### src/rtl/refcal_pkg.sv
package refcal_pkg;

    typedef enum logic [1:0] {
        ST_IDLE  = 2'd0,
        ST_ARM   = 2'd1,
        ST_COUNT = 2'd2
    } cal_state_e;

endpackage

### src/rtl/refcal_prescale.sv
module refcal_prescale (
    input  logic clk,
    input  logic rst_n,
    input  logic raw_tick,
    input  logic slow_osc,
    output logic osc_tick
);
    logic [1:0] phase_q;

    // Phase advances on every raw tick, whatever the slow setting.
    always_ff @(posedge clk) begin
        if (!rst_n) begin
            phase_q <= 2'd0;
        end else if (raw_tick) begin
            phase_q <= (phase_q == 2'd2) ? 2'd0 : phase_q + 2'd1;
        end
    end

    assign osc_tick = raw_tick && !(slow_osc && (phase_q == 2'd2));

    AST_PHASE_RANGE: assert property (@(posedge clk) disable iff (!rst_n)
        phase_q != 2'd3);

    AST_PHASE_WRAP: assert property (@(posedge clk) disable iff (!rst_n)
        (raw_tick && phase_q == 2'd2) |=> (phase_q == 2'd0));
endmodule

### src/rtl/refcal_meas.sv
module refcal_meas
    import refcal_pkg::*;
#(
    parameter int CNT_W = 10
) (
    input  logic             clk,
    input  logic             rst_n,
    input  logic             osc_tick,
    input  logic             ref_pulse,
    input  logic             cal_req,
    output logic             busy,
    output logic             done,
    output logic             fault,
    output logic             load,
    output logic [CNT_W-1:0] count
);
    localparam logic [CNT_W-1:0] CNT_MAX  = '1;
    localparam logic [CNT_W-1:0] CNT_LAST = CNT_MAX - 1'b1;

    cal_state_e       state_q, state_d;
    logic             ref_q;
    logic             ref_rise;
    logic             overrun;
    logic             start;
    logic [CNT_W-1:0] cnt_q;
    logic             fault_q;
    logic             done_q;

    assign ref_rise = ref_pulse && !ref_q;

    // State register
    always_ff @(posedge clk) begin
        if (!rst_n) begin
            state_q <= ST_IDLE;
        end else begin
            state_q <= state_d;
        end
    end

    // Next-state logic
    always_comb begin
        state_d = state_q;
        unique case (state_q)
            ST_IDLE: begin
                if (cal_req) state_d = ST_ARM;
            end
            ST_ARM: begin
                if (ref_rise) state_d = ST_COUNT;
            end
            ST_COUNT: begin
                if (!ref_pulse || overrun) state_d = ST_IDLE;
            end
            default: state_d = ST_IDLE;
        endcase
    end

    // Output decode
    always_comb begin
        busy    = (state_q != ST_IDLE);
        start   = (state_q == ST_IDLE) && cal_req;
        load    = (state_q == ST_COUNT) && !ref_pulse;
        overrun = (state_q == ST_COUNT) && ref_pulse && osc_tick
                  && (cnt_q == CNT_LAST);
    end

    always_ff @(posedge clk) begin
        if (!rst_n) begin
            ref_q   <= 1'b0;
            cnt_q   <= '0;
            fault_q <= 1'b0;
            done_q  <= 1'b0;
        end else begin
            ref_q  <= ref_pulse;
            done_q <= load;
            if ((state_q == ST_ARM) && ref_rise) begin
                cnt_q <= osc_tick ? CNT_W'(1) : '0;
            end else if ((state_q == ST_COUNT) && ref_pulse && osc_tick
                         && (cnt_q != CNT_MAX)) begin
                cnt_q <= cnt_q + 1'b1;
            end
            if (start) begin
                fault_q <= 1'b0;
            end else if (overrun) begin
                fault_q <= 1'b1;
            end
        end
    end

    assign count = cnt_q;
    assign fault = fault_q;
    assign done  = done_q;

    AST_BUSY_AFTER_REQ: assert property (@(posedge clk) disable iff (!rst_n)
        (state_q == ST_IDLE && cal_req) |=> busy);

    AST_FAULT_HOLD: assert property (@(posedge clk) disable iff (!rst_n)
        (fault && !start) |=> fault);

    AST_DONE_PULSE: assert property (@(posedge clk) disable iff (!rst_n)
        done |=> !done);

    AST_DONE_CLEAN: assert property (@(posedge clk) disable iff (!rst_n)
        done |-> (!fault && !busy));

    AST_REQ_IGNORED: assert property (@(posedge clk) disable iff (!rst_n)
        (busy && cal_req && !load && !overrun) |=> busy);
endmodule

### src/rtl/refcal_divcalc.sv
module refcal_divcalc #(
    parameter int CNT_W     = 10,
    parameter int REF_SHIFT = 3,
    parameter int FRAC_W    = 1
) (
    input  logic                              center_mode,
    input  logic [CNT_W-1:0]                  count,
    output logic [CNT_W+FRAC_W-REF_SHIFT:0]   div_out
);
    localparam int DROP  = REF_SHIFT - FRAC_W;
    localparam int DIV_W = CNT_W + 1 - DROP;
    localparam int SUM_W = CNT_W + 1;
    localparam logic [DIV_W-1:0] STEP = DIV_W'(1 << FRAC_W);

    logic [DIV_W-1:0] quo;

    generate
        if (DROP > 0) begin : g_round
            localparam logic [SUM_W-1:0] RND_UP  = SUM_W'((1 << DROP) - 1);
            localparam logic [SUM_W-1:0] RND_MID = SUM_W'(1 << (DROP - 1));
            logic [SUM_W-1:0] sum;
            always_comb begin
                sum = {1'b0, count} + (center_mode ? RND_MID : RND_UP);
                quo = DIV_W'(sum >> DROP);
            end
        end else begin : g_exact
            logic unused_mode;
            assign unused_mode = center_mode;
            assign quo = DIV_W'(count);
        end
    endgenerate

    assign div_out = (quo < STEP) ? STEP : quo;
endmodule

### src/rtl/refcal_tickgen.sv
module refcal_tickgen #(
    parameter int DIV_W     = 9,
    parameter int FRAC_W    = 1,
    parameter int RESET_DIV = 16
) (
    input  logic             clk,
    input  logic             rst_n,
    input  logic             osc_tick,
    input  logic             load,
    input  logic [DIV_W-1:0] new_div,
    output logic             tick,
    output logic [DIV_W-1:0] div_cur
);
    localparam logic [DIV_W:0] STEP = (DIV_W+1)'(1 << FRAC_W);

    logic [DIV_W-1:0] acc_q;
    logic [DIV_W-1:0] div_q;
    logic             tick_q;
    logic [DIV_W:0]   sum_w;

    assign sum_w = {1'b0, acc_q} + STEP;

    always_ff @(posedge clk) begin
        if (!rst_n) begin
            acc_q  <= '0;
            div_q  <= DIV_W'(RESET_DIV);
            tick_q <= 1'b0;
        end else if (load) begin
            acc_q  <= '0;
            div_q  <= new_div;
            tick_q <= 1'b0;
        end else if (osc_tick) begin
            if (sum_w >= {1'b0, div_q}) begin
                acc_q  <= DIV_W'(sum_w - {1'b0, div_q});
                tick_q <= 1'b1;
            end else begin
                acc_q  <= DIV_W'(sum_w);
                tick_q <= 1'b0;
            end
        end else begin
            tick_q <= 1'b0;
        end
    end

    assign tick    = tick_q;
    assign div_cur = div_q;

    AST_ACC_BELOW_DIV: assert property (@(posedge clk) disable iff (!rst_n)
        acc_q < div_q);

    AST_DIV_MIN: assert property (@(posedge clk) disable iff (!rst_n)
        div_q >= DIV_W'(1 << FRAC_W));

    AST_LOAD_CLEARS: assert property (@(posedge clk) disable iff (!rst_n)
        load |=> (acc_q == '0 && !tick_q));
endmodule

### src/rtl/refcal_timebase.sv
module refcal_timebase #(
    parameter int CNT_W     = 10,
    parameter int REF_SHIFT = 3,
    parameter int FRAC_W    = 1,
    parameter int RESET_DIV = 16
) (
    input  logic clk,
    input  logic rst_n,
    input  logic raw_tick,
    input  logic slow_osc,
    input  logic center_mode,
    input  logic cal_req,
    input  logic ref_pulse,
    output logic cal_tick,
    output logic cal_busy,
    output logic cal_done,
    output logic cal_fault
);
    localparam int DROP  = REF_SHIFT - FRAC_W;
    localparam int DIV_W = CNT_W + 1 - DROP;

    logic             osc_tick;
    logic             load;
    logic [CNT_W-1:0] count;
    logic [DIV_W-1:0] new_div;
    logic [DIV_W-1:0] div_cur;

    refcal_prescale u_prescale (
        .clk      (clk),
        .rst_n    (rst_n),
        .raw_tick (raw_tick),
        .slow_osc (slow_osc),
        .osc_tick (osc_tick)
    );

    refcal_meas #(.CNT_W(CNT_W)) u_meas (
        .clk       (clk),
        .rst_n     (rst_n),
        .osc_tick  (osc_tick),
        .ref_pulse (ref_pulse),
        .cal_req   (cal_req),
        .busy      (cal_busy),
        .done      (cal_done),
        .fault     (cal_fault),
        .load      (load),
        .count     (count)
    );

    refcal_divcalc #(
        .CNT_W     (CNT_W),
        .REF_SHIFT (REF_SHIFT),
        .FRAC_W    (FRAC_W)
    ) u_divcalc (
        .center_mode (center_mode),
        .count       (count),
        .div_out     (new_div)
    );

    refcal_tickgen #(
        .DIV_W     (DIV_W),
        .FRAC_W    (FRAC_W),
        .RESET_DIV (RESET_DIV)
    ) u_tickgen (
        .clk      (clk),
        .rst_n    (rst_n),
        .osc_tick (osc_tick),
        .load     (load),
        .new_div  (new_div),
        .tick     (cal_tick),
        .div_cur  (div_cur)
    );

    AST_DIV_ONLY_ON_DONE: assert property (@(posedge clk) disable iff (!rst_n)
        !$stable(div_cur) |-> cal_done);
endmodule

### config.mk
export PLATFORM = sky130hd
export DESIGN_NAME = refcal_timebase
export DESIGN_NICKNAME = d
export VERILOG_FILES = /design/src/rtl/refcal_pkg.sv /design/src/rtl/refcal_prescale.sv /design/src/rtl/refcal_meas.sv /design/src/rtl/refcal_divcalc.sv /design/src/rtl/refcal_tickgen.sv /design/src/rtl/refcal_timebase.sv
export SDC_FILE = /design/constraint.sdc
export NUM_CORES = 1
export LEC_CHECK = 0
export BUFFER_PORTS_ARGS = -buffer_cell sky130_fd_sc_hd__buf_2
export CAP_MARGIN = 20
export CORE_MARGIN = 3
export CORE_UTILIZATION = 50
export DETAILED_ROUTE_END_ITERATION = 7
export GPL_TIMING_DRIVEN = 0
export PLACE_DENSITY = 0.67
export SLEW_MARGIN = 20
export SYNTH_ARGS = -nofsm -noshare
export SYNTH_HDL_FRONTEND = slang
export SYNTH_SLANG_ARGS = --single-unit
### constraint.sdc
create_clock -name clk -period 8.7 [get_ports clk]
set_clock_uncertainty 0.15 [all_clocks]
set_input_delay 2.61 -clock clk [delete_from_list [all_inputs] [get_ports clk]]
set_output_delay 2.61 -clock clk [all_outputs]
set_load 0.005 [all_outputs]
# == Word-level counts from Yosys, hierarchy flattened ==
# Cells that the tools add are included.
# word_totals
reg_bits,36
input_bits,7
output_inout_bits,4
word_cells,59
# classes
addsub,5
order_cmp,2
eq_ne,8
muxes,12
n_bitwise,2
n_reduce_logical,21
# ops
op,count
$mux 10,2
$mux 9,2
$add 10x11->11,1
$add 10x1->10 const B,1
$add 9x2->10 const B,1
$eq 10x10->1 const B,1
$ge 10x9->1,1
$logic_and 1x1->1,10
$ne 10x10->1 const B,1
$lt 9x2->1 const B,1
$sub 9x9->9,1
$mux 2,4
$pmux 2 s3,1
$eq 2x2->1 const B,2
$ne 2x1->1 const B,2
$reduce_bool 2->1,2
$reduce_or 2->1,2
$logic_not 1->1,3
$mux 1,3
$reduce_and 3->1,1
$reduce_or 3->1,1
$add 2x1->2 const B,1
$eq 2x1->1 const B,1
$logic_not 2->1,1
3 further kinds,4

# == Longest topological paths before layout ==
# Gate-level depths: netlist of run 1.
# depth
word_depth,9
depth_mapped,12
mapped_depth_nobuf,11

# == Modules after synthesis ==
# Synthesis of run 1 repeated with hierarchy kept, for this count alone.
# unflattened
cells_unflattened,273
hier_area_um2,2462.4
# by_module_without_submodules
mod,instances,cells_per_inst,area_each_um2
refcal_tickgen,1,154,1357.6
refcal_meas,1,87,852.1
refcal_divcalc,1,23,161.4
refcal_prescale,1,9,91.3

# == Worst setup path after synthesis of run 1 ==
# Ideal clock, no wire load.
# synth_timing
kind,input to register
startpoint,in center_mode
endpoint,"reg u_tickgen.div_q[0], in the netlist u_tickgen.div_cur[0]"
arrival_ns,3.623
path_slack_ns,4.813
stages,6
n_path_buf,0
cell_sequence,nor2b_1 -> o21a_1 -> a311o_1 -> a21oi_1 -> a21oi_1 -> a21o_1
# synth_via
elab_chain_cells,4
# synth_rtl
element,line_no,text
"start, declared",refcal_timebase.sv:11,"input logic center_mode,"
$mux 1 *,refcal_divcalc.sv:23,"sum = {1'b0, count} + (center_mode ? RND_MID : RND_UP);"
$add 10x11->11 *,refcal_divcalc.sv:23,
$lt 9x2->1,refcal_divcalc.sv:33,assign div_out = (quo < STEP) ? STEP : quo;
$mux 9 *,refcal_divcalc.sv:33,
"end signal, assigned",refcal_tickgen.sv:26,div_q <= DIV_W'(RESET_DIV);
"end signal, assigned",refcal_tickgen.sv:30,div_q <= new_div;
"end, declared",refcal_tickgen.sv:17,logic [DIV_W-1:0] div_q;
# Mark *: on every way between the ends. The rest lies on a longest branch, timed or not.
# A chain may end at the register's enable or synchronous reset.

# == Worst setup path after layout of run 1 ==
# Same ends and word-level chain as after synthesis.

==> impl_results.md, run 1 <==
- Status: finished, final reports clean
- Slew Limit Headroom: 0.537
- Mapped Area: 0.00218 mm^2
- Remaining Overflow, GRT: 0
- Ys async rst share: 0
- DR WL/cell: between 10 and 15 um
- Register area share after synthesis: 0.330
- Filler-free cell count of the finished design: 331
- Filler cells: around 400
- Final ANT Viol Nets: 0
- Max Fanout on Critical Path: 7
- Syn Inst Count: roughly 260
- Die area: between 0.005 and 0.006 mm^2
- Slowest CP cell: a311o_1
- RSZ-0062 raised after global routing: false
- Clock tree buffer depth: 2
- Syn_nets: 283
- Post-detail-place hpwl: 3400 um
- Post-DP Area: between 0.002 and 0.0025 mm^2
- Layout area overhead: 9.47%
- Fin Setup TNS: 0 ns
- Tcrit/Tclk final: 0.439
- Total design power: approximately 0.62 mW
- Die X: roughly 72 um
- DRT Pass-1 Iters: 4
- Fin. max-slew vios: 0
- CTS Hold Bufs: 0
- Placed Cells: ~320
- Main flop type after synthesis: dfxtp_1
- Post-cts resize count: 0
- Vias in the first global route: approximately 1700
- Starting density of the core: 0.530
- CP peak stage delay: about 0.38 ns
- Sink Count: 36
- Initial antenna violation count: 0
- Gr usage total: 0.189
- Highest clock rate: between 200 and 300 MHz
- DRC errors left: 0
- Required time of the critical path: 8.74 ns
- Fin Hold WS: between 0.3 and 0.4 ns
- Leading area contributor after synthesis: dfxtp_1
- Worst-Margin Slew: ~0.7 ns
- Worst EP arrival: approximately 3.9 ns
- Average size of a mapped cell: 8.29 um^2
- Largest net degree at the start of global routing: 12
- Synth unique cells: 46
- Cts bufs inserted: 5
- Via Count: approximately 1900
- Clock latency on the worst-skew pair: 0.29 ns
- Leak: 0.959 nW
- CP Capture Type: flip-flop
- Worst setup SP type: input port
- Min-Delay Path Class: reg2reg
- Final setup violation count: 0
- Share of cells above drive strength 1: 0.110
- I/O pins: 11
- Top post-synthesis cells by area: dfxtp_1 33%, ha_1 6.9%, xor2_1 6.0%
- Pwr dens: 262 mW/mm^2
- Global-route wire length before repair: 7730 um
- CTS tree: done
- Worst-path clk slew: 0.07 ns
- Root Buffer: clkbuf_8
- Crit path cell chain: buf_2, nor2b_1, o21a_1, a311o_1, a21oi_1, a21oi_1, a21o_1
- Number of vias per cell: roughly 5.6
- Diode count: 0
- H-tree level count: 2
- WHS Path Cells: 1
- Routability cong.: about 0.8
- # Post-CTS Setup Buffers: 0
- Die Ht: between 70 and 80 um
- #FFs+latches synth: 36
- Iter 0 DRT Violations: 154
- Final nets: 300
- Yosys Warn Count: 0
- Cell area after layout: ~0.0024 mm^2
- Minimum clock period: 3.82 ns
- WS Path Type: in2reg
- PortBufs: 10
- Worst vdd ir: ~0.00019 V
- Final Hold Vio Count: 0
- Post-synth EDFFs: 0
- Final WL: 4500 um
- Top cell by count, worst path: a21oi_1
- Max Cap Viol: 0
- Worst-case reg-to-reg path depth: 11
- Core Area: a little over 0.004 mm^2
- Yosys top cell area share: 0.330
- Number of placement rows: 23
==> metal layers <==
layer	track usage	share of wire	wire, um
met4	0.0689	0.014	65
met3	0.0416	0.041	184
met1	0.259	0.50	2270
met5	0	0	0
met2	0.290	0.44	1980
==> final cells by class <==
type / count / area (um^2) / share of cell area
buffer: 7 / 37.5 / 0.0157
clock buffer: 7 / 86.3 / 0.0362
clock inverter: 1 / 7.51 / 0.00314
inverter: 19 / 71.3 / 0.0299
multi-input combinational: 201 / 1350 / 0.566
sequential: 36 / 721 / 0.302
tap: 50 / 62.6 / 0.0262
timing repair buffer: 10 / 50.0 / 0.0210
==> sequential cells by signal (all words and copies together), names as in the netlist <==
name and cells:
u_tickgen.tick 1, u_tickgen.div_cur 9, u_meas.ref_q 1, u_meas.done 1, u_tickgen.acc_q 9, u_meas.fault 1
u_meas.state_q 2, u_prescale.phase_q 2, u_meas.count 10
==> layout by cell type, fill, tap and decap left out, drive strengths merged, types with 2 or more instances in the layout <==
cell / instances
a31oi: 4
mux2: 2
or4: 2
a311o: 2
nand4: 3
ha: 12
o21ai: 10
and3: 3
a21o: 2
nor2b: 4
or2: 2
buf: 14
clkbuf: 10
nor2: 24
a211oi: 4
nor3b: 2
a311oi: 2
dfxtp: 36
nand3b: 3
nand2: 19
xor2: 15
nand3: 18
inv: 19
o22ai: 9
and2: 3
xnor2: 11
o21a: 4
mux2i: 6
a21oi: 19
o2111ai: 2
nor3: 5
==> critical path: cells and delay by family <==
| family | cells | cell delay, ns |
|---|---|---|
| buffers and inverters | 1 | 0.07 |
| AND/OR/NAND/NOR | 1 | 0.05 |
| AO/OA/AOI/OAI | 5 | 1.11 |
==> power by group <==
part           switching [mW]  leakage, nW  internal (mW)
Clock                  0.0595       0.0445         0.0643
Combinational           0.160        0.622          0.135
Sequential             0.0215        0.293          0.184
Total                   0.241        0.959          0.383
==> worst paths after layout <==
kind / start / end / slack [ns]
setup / recovery: center_mode / u_tickgen.div_cur[0] / 4.88
hold / removal: u_tickgen.div_cur[0] / u_tickgen.div_cur[0] / 0.31
setup reg to reg: u_tickgen.acc_q[1] / u_tickgen.acc_q[1] / 5.47
hold reg to reg: u_tickgen.div_cur[0] / u_tickgen.div_cur[0] / 0.31
==> Yosys cell counts, types with 5 or more instances <==
cell and count:
dfxtp_1 36, nor2_1 24, inv_1 19, nand2_1 19, a21oi_1 18, nand3_1 18, xor2_1 15, ha_1 12
xnor2_1 11, o22ai_1 9, o21ai_0 7, mux2i_1 6, nor3_1 5
==> cell families (layout without fill, tap and decap cells) <==
kind of cell	count (synthesis)	in the layout	share of synthesized area
AND/OR/NAND/NOR	92	92	0.212
AO/OA/AOI/OAI	62	62	0.188
flip-flops	36	36	0.330
XOR/XNOR	26	26	0.104
buffers and inverters	26	44	0.0499
adder cells (fa/ha/maj)	13	13	0.0780
multiplexers	8	8	0.0379
==> per-stage QoR <==
step	utilization	worst slack, ns
floorplan	-	4.81
global placement	0.557	4.58
detailed placement	0.557	4.56
CTS	0.580	4.87
global route	0.580	4.71
finish	0.580	4.88
No activity file was read; power rests on OpenSTA's default activity.
==> inputs of run 2 (changes only) <==
- PLACE_DENSITY: 0.67 -> 0.7
- clock period: 8.7 -> 3.35 ns (I/O delays scaled with it)
==> run 2 against run 1 <==
Effect of this change:
- final cell count decreased by 0.30%
- largest cell class unchanged
- first-iteration DRC count shrank 21%
- power rose to 2.6 times the previous value
- sequential share of layout area rose by 0.079 points
- highest routed layer unchanged
- combinational power rose to 2.6 times the previous value
- design area shrank 0.26%
- die area unchanged
- sequential power rose to 2.6 times the previous value
- non-clock buffer count did not move
- sequential cell count unchanged
- critical path depth is 4 higher
==> impl_results.md, run 2 (synthesis gave the netlist of run 1 again) <==
- Die Ht: about 70 um
- Initial antenna violation count: 0
- Worst-path clk slew: 0.07 ns
- DRC errors left: 0
- Worst reg2reg path endpoint: u_tickgen.acc_q[1]
- Final ANT Viol Nets: 0
- Number of placement rows: 23
- Worst setup SP type: flip-flop
- # Post-CTS Setup Buffers: 0
- Pwr dens: approximately 670 mW/mm^2
- Global-route wire length before repair: about 7900 um
- Origin of the worst setup path: u_tickgen.acc_q[1]
- Worst Setup EP: u_tickgen.acc_q[1]
- Gr usage total: 0.193
- Via Count: roughly 1900
- Final nets: 300
- Slowest CP cell: a311oi_1
- WS Path Type: reg2reg
- Commonest non-fill, non-tap cell in the layout: dfxtp_1
- Tcrit/Tclk final: 0.929
- Cts bufs inserted: 5
- Fin. max-slew vios: 0
- Remaining Overflow, GRT: 0
- Clock tree buffer depth: 2
- Die X: approximately 72 um
- Min-Delay Path Class: reg2reg
- Worst-case reg-to-reg path depth: 11
- Share of cells above drive strength 1: 0.114
- Crit path cell chain: ha_2, nand3_1, nor2_4, xor2_1, ha_1, a21oi_1, o21ai_1, o21a_1, a311oi_1, o21ai_0, a211oi_1
- DR WL/cell: ~14 um
- Slew Limit Headroom: 0.500
- Worst-Margin Slew: around 0.75 ns
- Final WL: ~4600 um
- R2R Path Start: u_tickgen.acc_q[1]
- CP Capture Type: flip-flop
- I/O pins: 11
- Required time of the critical path: ~3.4 ns
- Root Buffer: clkbuf_8
- Worst vdd ir: 0.000490 V
- R2r setup slk: around 0.24 ns
- Final Hold Vio Count: 0
- Area of the multi-input gates: 0.00136 mm^2
- CTS tree: done
- Worst EP arrival: 3.17 ns
- Clock latency on the worst-skew pair: 0.29 ns
- Total design power: about 1.6 mW
- Commonest non-fill, non-tap cells in the layout: 36 x dfxtp_1, 23 x nor2_1, 19 x inv_1, 19 x nand2_1
- Final setup violation count: 0
- Highest clock rate: 321 MHz
- Post-detail-place hpwl: between 3000 and 4000 um
- Status: finished, final reports clean
- Sink Count: 36
- CP peak stage delay: about 0.48 ns
- Routability cong.: 0.861
- Starting density of the core: 0.530
- Diode count: 0
- Filler cells: around 400
- Fin Setup TNS: 0 ns
- PortBufs: 10
- Vias in the first global route: 1744
- Die area: about 0.0052 mm^2
- Core Area: between 0.004 and 0.005 mm^2
- Number of vias per cell: ~5.7
- Iter 0 DRT Violations: between 100 and 150
- Layout area overhead: 9.18%
- H-tree level count: 2
- Leak: about 0.95 nW
- Max Fanout on Critical Path: 5
- DRT Pass-1 Iters: 6
- Max reg flops: 10
- Max Cap Viol: 0
- RSZ-0062 raised after global routing: false
- Largest net degree at the start of global routing: 11
- Minimum clock period: 3.11 ns
- Sequential cell area: slightly above 700 um^2
==> run 2: cell types whose count changed in the layout (fill, tap and decap cells not counted), sizes merged <==
cell      delta
clkinv       +1
clkbuf       -1
clkinvlp     -1
==> run 2: worst min path at each step <==
stage                                     from                   end  slack [ns]  depth (start not counted)
after floorplan           u_tickgen.div_cur[0]  u_tickgen.div_cur[0]        0.28                          1
after global placement    u_tickgen.div_cur[0]  u_tickgen.div_cur[0]        0.30                          1
after detailed placement  u_tickgen.div_cur[0]  u_tickgen.div_cur[0]        0.30                          1
after CTS                 u_tickgen.div_cur[0]  u_tickgen.div_cur[0]        0.32                          1
after global routing      u_tickgen.div_cur[0]  u_tickgen.div_cur[0]        0.33                          1
final                     u_tickgen.div_cur[0]  u_tickgen.div_cur[0]        0.31                          1
==> run 2: what timing repair did <==
item,4_1_cts,5_1_grt
setup endpoints to repair,0,8
resized for setup,0,3
hold buffers,0,0
==> run 2: metrics by stage <==
stage | std cells | util | hold WS (ns) | instance area [um^2] | setup WS (ns)
after floorplan | 263 | - | 0.283 | 2180 | 0.589
after global placement | 323 | 0.557 | 0.300 | 2290 | 0.232
after detailed placement | 323 | 0.557 | 0.300 | 2290 | 0.173
after CTS | 330 | 0.576 | 0.317 | 2370 | 0.152
after global routing | 330 | 0.579 | 0.333 | 2380 | 0.0256
final | 330 | 0.579 | 0.313 | 2380 | 0.239
==> run 2: power breakdown <==
group          internal (mW)  leakage [nW]  switching [mW]  total (mW)
Clock                  0.141        0.0410           0.151       0.293
Combinational          0.351         0.620           0.425       0.776
Sequential             0.478         0.293          0.0585       0.536
Total                  0.970         0.954           0.635        1.60
==> run 2: area by class of cell <==
class                   instances  share of cell area
plain buffers                   7              0.0158
flip-flops and latches         36               0.303
clock buffers                   6              0.0305
clock inverters                 1             0.00210
well taps                      50              0.0263
multi-input cells             201               0.572
inverters                      19              0.0300
repair buffers                 10              0.0210
==> run 2: layer usage <==
| layer | GRT usage | share of wire | up-vias |
|---|---|---|---|
| li1 | - | - | 968 |
| met1 | 0.258 | 0.48 | 861 |
| met2 | 0.302 | 0.46 | 39 |
| met3 | 0.0416 | 0.042 | 8 |
| met4 | 0.0814 | 0.017 | 0 |
| met5 | 0 | 0 | - |
==> run 2: critical path: cells and delay by family, from the launching register on <==
family	cells	cell delay (ns)
xor gates and xnor gates	1	0.20
DFF	1	0.41
AOI/OAI and AO/OA	6	1.34
adders and majority gates	2	0.55
and+or+nand+nor	2	0.37
